<file path="src/rtl/suspmod_pkg.sv">
package suspmod_pkg;
  localparam logic [7:0] A_PMEN = 8'h80;
  localparam logic [7:0] A_IRQ_DUR = 8'h8C;
  localparam logic [7:0] A_VID_DUR = 8'h8D;
  localparam logic [7:0] A_RUN_LEN = 8'h94;
  localparam logic [7:0] A_SUSP_LEN = 8'h95;
  localparam logic [7:0] A_MODCFG = 8'h96;

  localparam int PM_IRQ_BIT = 3;
  localparam int PM_VID_BIT = 4;
  localparam int CFG_MOD_BIT = 0;
  localparam int N_SPEEDUP = 2;

  typedef enum logic [1:0] {
    PH_IDLE = 2'd0,
    PH_RUN  = 2'd1,
    PH_SUSP = 2'd2
  } phase_e;

  typedef struct packed {
    logic [7:0] pmen;
    logic [7:0] irq_dur;
    logic [7:0] vid_dur;
    logic [7:0] run_len;
    logic [7:0] susp_len;
    logic [7:0] modcfg;
  } regs_t;
endpackage

</file>
<file path="src/rtl/suspmod_prescaler.sv">
module suspmod_prescaler #(
  parameter int TICK_DIV = 4000,
  parameter int MS_TICKS = 31
) (
  input  logic clk,
  input  logic rst_n,
  output logic tick_base,
  output logic tick_ms
);
  localparam int DIV_W = (TICK_DIV > 1) ? $clog2(TICK_DIV) : 1;
  localparam int MS_W = (MS_TICKS > 1) ? $clog2(MS_TICKS) : 1;
  localparam logic [DIV_W-1:0] DIV_LAST = DIV_W'(TICK_DIV - 1);
  localparam logic [MS_W-1:0] MS_LAST = MS_W'(MS_TICKS - 1);

  logic [DIV_W-1:0] div_q, div_d;
  logic [MS_W-1:0] ms_q, ms_d;
  logic ms_en;

  assign tick_base = (div_q == DIV_LAST);
  assign tick_ms = tick_base && (ms_q == MS_LAST);
  assign ms_en = tick_base;

  always_comb begin
    div_d = tick_base ? '0 : div_q + 1'b1;
    ms_d = ms_q;
    if (ms_en) ms_d = (ms_q == MS_LAST) ? '0 : ms_q + 1'b1;
  end

  always_ff @(posedge clk or negedge rst_n) begin
    if (!rst_n) begin
      div_q <= '0;
      ms_q <= '0;
    end else begin
      div_q <= div_d;
      if (ms_en) ms_q <= ms_d;
    end
  end
endmodule

</file>
<file path="src/rtl/suspmod_regfile.sv">
module suspmod_regfile
  import suspmod_pkg::*;
(
  input  logic       clk,
  input  logic       rst_n,
  input  logic       we,
  input  logic [7:0] addr,
  input  logic [7:0] wdata,
  output logic [7:0] rdata,
  output regs_t      regs
);
  regs_t regs_q, regs_d;

  always_comb begin
    regs_d = regs_q;
    if (we) begin
      unique case (addr)
        A_PMEN:     regs_d.pmen = wdata;
        A_IRQ_DUR:  regs_d.irq_dur = wdata;
        A_VID_DUR:  regs_d.vid_dur = wdata;
        A_RUN_LEN:  regs_d.run_len = wdata;
        A_SUSP_LEN: regs_d.susp_len = wdata;
        A_MODCFG:   regs_d.modcfg = wdata;
        default:    ;
      endcase
    end
  end

  always_comb begin
    unique case (addr)
      A_PMEN:     rdata = regs_q.pmen;
      A_IRQ_DUR:  rdata = regs_q.irq_dur;
      A_VID_DUR:  rdata = regs_q.vid_dur;
      A_RUN_LEN:  rdata = regs_q.run_len;
      A_SUSP_LEN: rdata = regs_q.susp_len;
      A_MODCFG:   rdata = regs_q.modcfg;
      default:    rdata = 8'h00;
    endcase
  end

  always_ff @(posedge clk or negedge rst_n) begin
    if (!rst_n) regs_q <= '0;
    else if (we) regs_q <= regs_d;
  end

  assign regs = regs_q;
endmodule

</file>
<file path="src/rtl/suspmod_speedup.sv">
module suspmod_speedup #(
  parameter int CNT_W = 8
) (
  input  logic             clk,
  input  logic             rst_n,
  input  logic             tick_ms,
  input  logic             enable,
  input  logic             event_in,
  input  logic [CNT_W-1:0] duration,
  output logic             active
);
  logic [CNT_W-1:0] tmr_q, tmr_d;
  logic load, dec, tmr_en;

  assign load = enable && event_in;
  assign dec = tick_ms && (tmr_q != '0);
  assign tmr_en = load || dec;

  always_comb begin
    if (load) tmr_d = duration;
    else tmr_d = tmr_q - 1'b1;
  end

  always_ff @(posedge clk or negedge rst_n) begin
    if (!rst_n) tmr_q <= '0;
    else if (tmr_en) tmr_q <= tmr_d;
  end

  assign active = enable && (tmr_q != '0);
endmodule

</file>
<file path="src/rtl/suspmod_phase.sv">
module suspmod_phase
  import suspmod_pkg::*;
#(
  parameter int LEN_W = 8
) (
  input  logic             clk,
  input  logic             rst_n,
  input  logic             tick,
  input  logic             throttle_on,
  input  logic [LEN_W-1:0] run_len,
  input  logic [LEN_W-1:0] susp_len,
  output logic [1:0]       phase,
  output logic             susp_n
);
  phase_e st_q, st_d;
  logic [LEN_W-1:0] rem_q, rem_d;
  logic boundary;
  logic want_run;

  assign boundary = tick && (rem_q <= 1);
  assign want_run = (st_q != PH_RUN);

  always_comb begin
    st_d = st_q;
    rem_d = rem_q;
    if (!throttle_on) begin
      st_d = PH_IDLE;
      rem_d = '0;
    end else if (boundary) begin
      if (want_run && run_len != '0) begin
        st_d = PH_RUN;
        rem_d = run_len;
      end else if (susp_len != '0) begin
        st_d = PH_SUSP;
        rem_d = susp_len;
      end else if (run_len != '0) begin
        st_d = PH_RUN;
        rem_d = run_len;
      end else begin
        st_d = PH_IDLE;
        rem_d = '0;
      end
    end else if (tick) begin
      rem_d = rem_q - 1'b1;
    end
  end

  always_ff @(posedge clk or negedge rst_n) begin
    if (!rst_n) begin
      st_q <= PH_IDLE;
      rem_q <= '0;
    end else begin
      st_q <= st_d;
      rem_q <= rem_d;
    end
  end

  assign phase = st_q;
  assign susp_n = (st_q != PH_SUSP);
endmodule

</file>
<file path="src/rtl/suspmod_throttle.sv">
module suspmod_throttle
  import suspmod_pkg::*;
#(
  parameter int TICK_DIV = 4000,
  parameter int MS_TICKS = 31
) (
  input  logic       clk,
  input  logic       rst_n,
  input  logic       reg_we,
  input  logic [7:0] reg_addr,
  input  logic [7:0] reg_wdata,
  output logic [7:0] reg_rdata,
  input  logic       irq_evt,
  input  logic       vid_evt,
  output logic       susp_n
);
  logic rs1_q, rs2_q;
  logic core_rst_n;
  logic tick_base, tick_ms;
  regs_t regs;
  logic [N_SPEEDUP-1:0] spd_evt, spd_en, spd_act;
  logic [7:0] spd_dur [N_SPEEDUP];
  logic spd_any, throttle_on;
  logic [1:0] phase;

  always_ff @(posedge clk or negedge rst_n) begin
    if (!rst_n) begin
      rs1_q <= 1'b0;
      rs2_q <= 1'b0;
    end else begin
      rs1_q <= 1'b1;
      rs2_q <= rs1_q;
    end
  end
  assign core_rst_n = rs2_q;

  suspmod_prescaler #(.TICK_DIV(TICK_DIV), .MS_TICKS(MS_TICKS)) u_pre (
    .clk(clk), .rst_n(core_rst_n), .tick_base(tick_base), .tick_ms(tick_ms)
  );

  suspmod_regfile u_regs (
    .clk(clk), .rst_n(core_rst_n), .we(reg_we), .addr(reg_addr),
    .wdata(reg_wdata), .rdata(reg_rdata), .regs(regs)
  );

  assign spd_evt = {vid_evt, irq_evt};
  assign spd_en = {regs.pmen[PM_VID_BIT], regs.pmen[PM_IRQ_BIT]};
  assign spd_dur[0] = regs.irq_dur;
  assign spd_dur[1] = regs.vid_dur;

  for (genvar g = 0; g < N_SPEEDUP; g++) begin : g_spd
    suspmod_speedup #(.CNT_W(8)) u_tmr (
      .clk(clk), .rst_n(core_rst_n), .tick_ms(tick_ms), .enable(spd_en[g]),
      .event_in(spd_evt[g]), .duration(spd_dur[g]), .active(spd_act[g])
    );
  end

  assign spd_any = |spd_act;
  assign throttle_on = regs.modcfg[CFG_MOD_BIT] && !spd_any;

  suspmod_phase #(.LEN_W(8)) u_phase (
    .clk(clk), .rst_n(core_rst_n), .tick(tick_base), .throttle_on(throttle_on),
    .run_len(regs.run_len), .susp_len(regs.susp_len), .phase(phase), .susp_n(susp_n)
  );
endmodule

</file>
<file path="config.mk">
export PLATFORM = sky130hd
export DESIGN_NAME = suspmod_throttle
export DESIGN_NICKNAME = d
export VERILOG_FILES = /design/src/rtl/suspmod_pkg.sv /design/src/rtl/suspmod_prescaler.sv /design/src/rtl/suspmod_regfile.sv /design/src/rtl/suspmod_speedup.sv /design/src/rtl/suspmod_phase.sv /design/src/rtl/suspmod_throttle.sv
export SDC_FILE = /design/constraint.sdc
export NUM_CORES = 1
export LEC_CHECK = 0
export BUFFER_PORTS_ARGS = -buffer_cell sky130_fd_sc_hd__clkbuf_2
export CORE_AREA = 2 2 96 98
export CTS_BUF_LIST = sky130_fd_sc_hd__clkbuf_4 sky130_fd_sc_hd__clkbuf_8 sky130_fd_sc_hd__clkbuf_16
export DETAILED_ROUTE_END_ITERATION = 6
export DIE_AREA = 0 0 98 100
export HOLD_SLACK_MARGIN = 0.08
export PLACE_DENSITY = 0.81
export SLEW_MARGIN = 5
export SYNTH_ARGS = -nofsm -noshare
export SYNTH_HDL_FRONTEND = slang
export SYNTH_SLANG_ARGS = --single-unit
</file>
<file path="constraint.sdc">
create_clock -name clk -period 7.85 [get_ports clk]
set_input_delay 0.3925 -clock clk [delete_from_list [all_inputs] [get_ports clk]]
set_output_delay 0.3925 -clock clk [all_outputs]
set_load 0.05 [all_outputs]
</file>
==> out/results.ini <==
[global_route]
antenna_found_initial=0
grt_util_all_layers_pct=21.7
grt_remaining_overflow=0
grt_max_degree=65
grt_pass1_wl_um=17000
grt_pass1_vias=3474

[yosys]
syn-num-nets=462
synth_edf_count=0
yosysWarnings=0
ys_dominant_reg_cell=dfrtp_1
synthArstFlopShare_pct=100
yosys.area.top_type_share_pct=49.5
synth_area_leaders=dfrtp_1 (50%), mux2_2 (12%), a22oi_1 (3.8%)
synth_area_um2=4700
yosysTopAreaCell=dfrtp_1
yosysSeqAreaShare_pct=49.5
synthCells=432
avgSynthCellArea_um2=10.9
netlist-cell-type-count=53
ys_seq_elements=93

[sta]
setup_violations=0
hold_ws_ns=0.238
worstMarginPinSlew_ns=1.06
finalCritPeriodShare_pct=37.5
timing.setup.tns_ns=0
hold_viol_final=0
rsz0062_at_grt=false
max_freq_ghz=0.340
post-route-min-period_ns=2.94
slew_viol_final=0
max_slew_margin_pct=28.6
finClkSkew_ns=0.0143

[clocking]
insertion_delay_ns=0.37
clkTransAtPathRegs_ns=0.10
post-cts-setup-buffers=0
cts_buffers=9
cts_resized=0
holdBufCountCts=1
clock-sinks=93
cts_tree=yes
cts.path.max_buffers=2
htree_levels=3
cts_root_buf=clkbuf_8

[die]
initial_core_util_pct=52.9
die_w_um=98
die_h_um=100
rows=35
core_area_um2=8890
ios=30
dieArea_um2=9800

[routing]
route.vias.total=3567
drc=0
antenna_left=0
drtIter0Drc=239
routed_wl_um=10400
wl_per_cell_um=17.9
viasPerCell=6.15
firstDrtPassIters=5

[min_path]
hp-class=flip-flop to async pin

[setup_path]
startpoint_type=input port
reg2reg_depth=6
cp_num_buf_inv=2
cp_data_required_time_ns=7.46
slowest_delay_ns=0.86
ff2ff_setup_slack_ns=4.95
end_kind=output pin
cp_common_cell=clkbuf_2
critical_path_class=input port to output pin
path_cells=clkbuf_2 > or3b_1 > nor4_2 > a22oi_1 > nand3_1 > clkbuf_2
crit_fanout=9
cp_slowest_cell=nor4_2
critPathArrivalTime_ns=2.55
crit_family=simple AND/OR/NAND/NOR gates
critical_path_cell_count=6

[pwr]
pwr_density_cell_nw_per_um2=204
vdd_drop_max_v=0.000108
leakagePower_uw=0.00239

[finish]
drive_above_1_share_pct=24.3
final_cell_mix=dfrtp_1 (92), mux2_2 (50), nor2_1 (35), clkbuf_2 (29)
final_common_cell=dfrtp_1
fill_cells=718
multiInputGateArea_um2=2280
diodes=0
area_growth_pct=11.0
seq_area_um2=2330
final_area_um2=5220
nNetsFinal=494

[status]
status=finished clean

[placed_design]
dp_hpwl_um=7520
io_buffers=29
finalWeightedCongestion=0.925
place_area_um2=4960

[run]
cap_violations=0

report_power, final:
| group | internal [µW] | switching [µW] | total (µW) |
|---|---|---|---|
| clock network | 213 | 171 | 385 |
| logic | 53.4 | 62.6 | 116 |
| registers | 520 | 44.6 | 565 |
routing by layer:
layer  vias to the layer above  track usage [%]  part of all wire [%]
li1                       1665                -                     -
met1                      1773             28.6                    43
met2                       109             37.0                    51
met3                        20             2.99                   4.5
met4                         0             8.12                   1.5
met5                         -                0                     0
worst reg2reg max path: stages, from the launching register on:
cell and delay (ns):
dfrtp_1 0.39, ha_1 0.21, nand4_1 0.29, nor4_2 1.00, nand3_1 0.28, or4_1 0.46
a31oi_1 0.19
synth_stat cells (7+ instances only):
master / instances
mux2_2: 50
a21oi_1: 24
nor3_1: 11
nand3_1: 18
clkbuf_1: 7
a22oi_1: 24
nand2_1: 23
nand4_1: 8
inv_1: 13
nor2_1: 35
nor4_1: 8
ha_1: 9
dfrtp_1: 93
xor2_1: 12
o21ai_0: 12
final cells by class:
cell class	instances	share of cell area, %
sequential	93	44.7
inverter	13	0.935
timing repair buffer	32	3.26
tap	111	2.66
multi-input combinational	315	43.8
clock inverter	7	2.30
clock buffer	9	2.37
final timing paths:
check | startpoint | endpoint
worst max-delay path | reg_addr[5] | reg_rdata[0]
worst min-delay path | core_rst_n | u_phase.rem_q[6]
worst max register to register | u_pre.div_q[0] | g_spd[1].u_tmr.tmr_q[4]
worst min register to register | core_rst_n | u_phase.rem_q[6]
max in group asynchronous | core_rst_n | g_spd[0].u_tmr.tmr_q[5]
min in group clk | rs1_q | core_rst_n
through the flow:
stage               std cells  worst slack, ns  total power [µW]  util (%)
floorplan                 432             5.07               647         -
global placement          563             5.09               677      55.8
detailed placement        563             4.94               688      55.8
CTS                       580             4.96              1070      58.7
global route              580             4.73              1110      58.7
finish                    580             4.91              1070      58.7
registers in the layout, indices dropped and copies added, names as in the netlist:
register,cells
rs1_q,1
u_phase.phase,2
u_phase.rem_q,8
u_pre.div_q,12
core_rst_n,1
u_pre.ms_q,5
g_spd.u_tmr.tmr_q,16
u_regs.regs,48
kinds of logic (layout without fill, tap and decap cells):
group           Yosys count  in the layout  synth area share (%)
simple gates            147            147                  17.8
flops                    93             93                  49.5
compound gates           84             84                  11.6
mux                      56             56                  13.3
buf+inv                  24             61                  2.00
xor+xnor                 18             18                  3.35
fa+ha+maj                 9              9                  2.40
other cells               1              1                0.0798
Note: power is estimated with default switching activity, not from simulation.
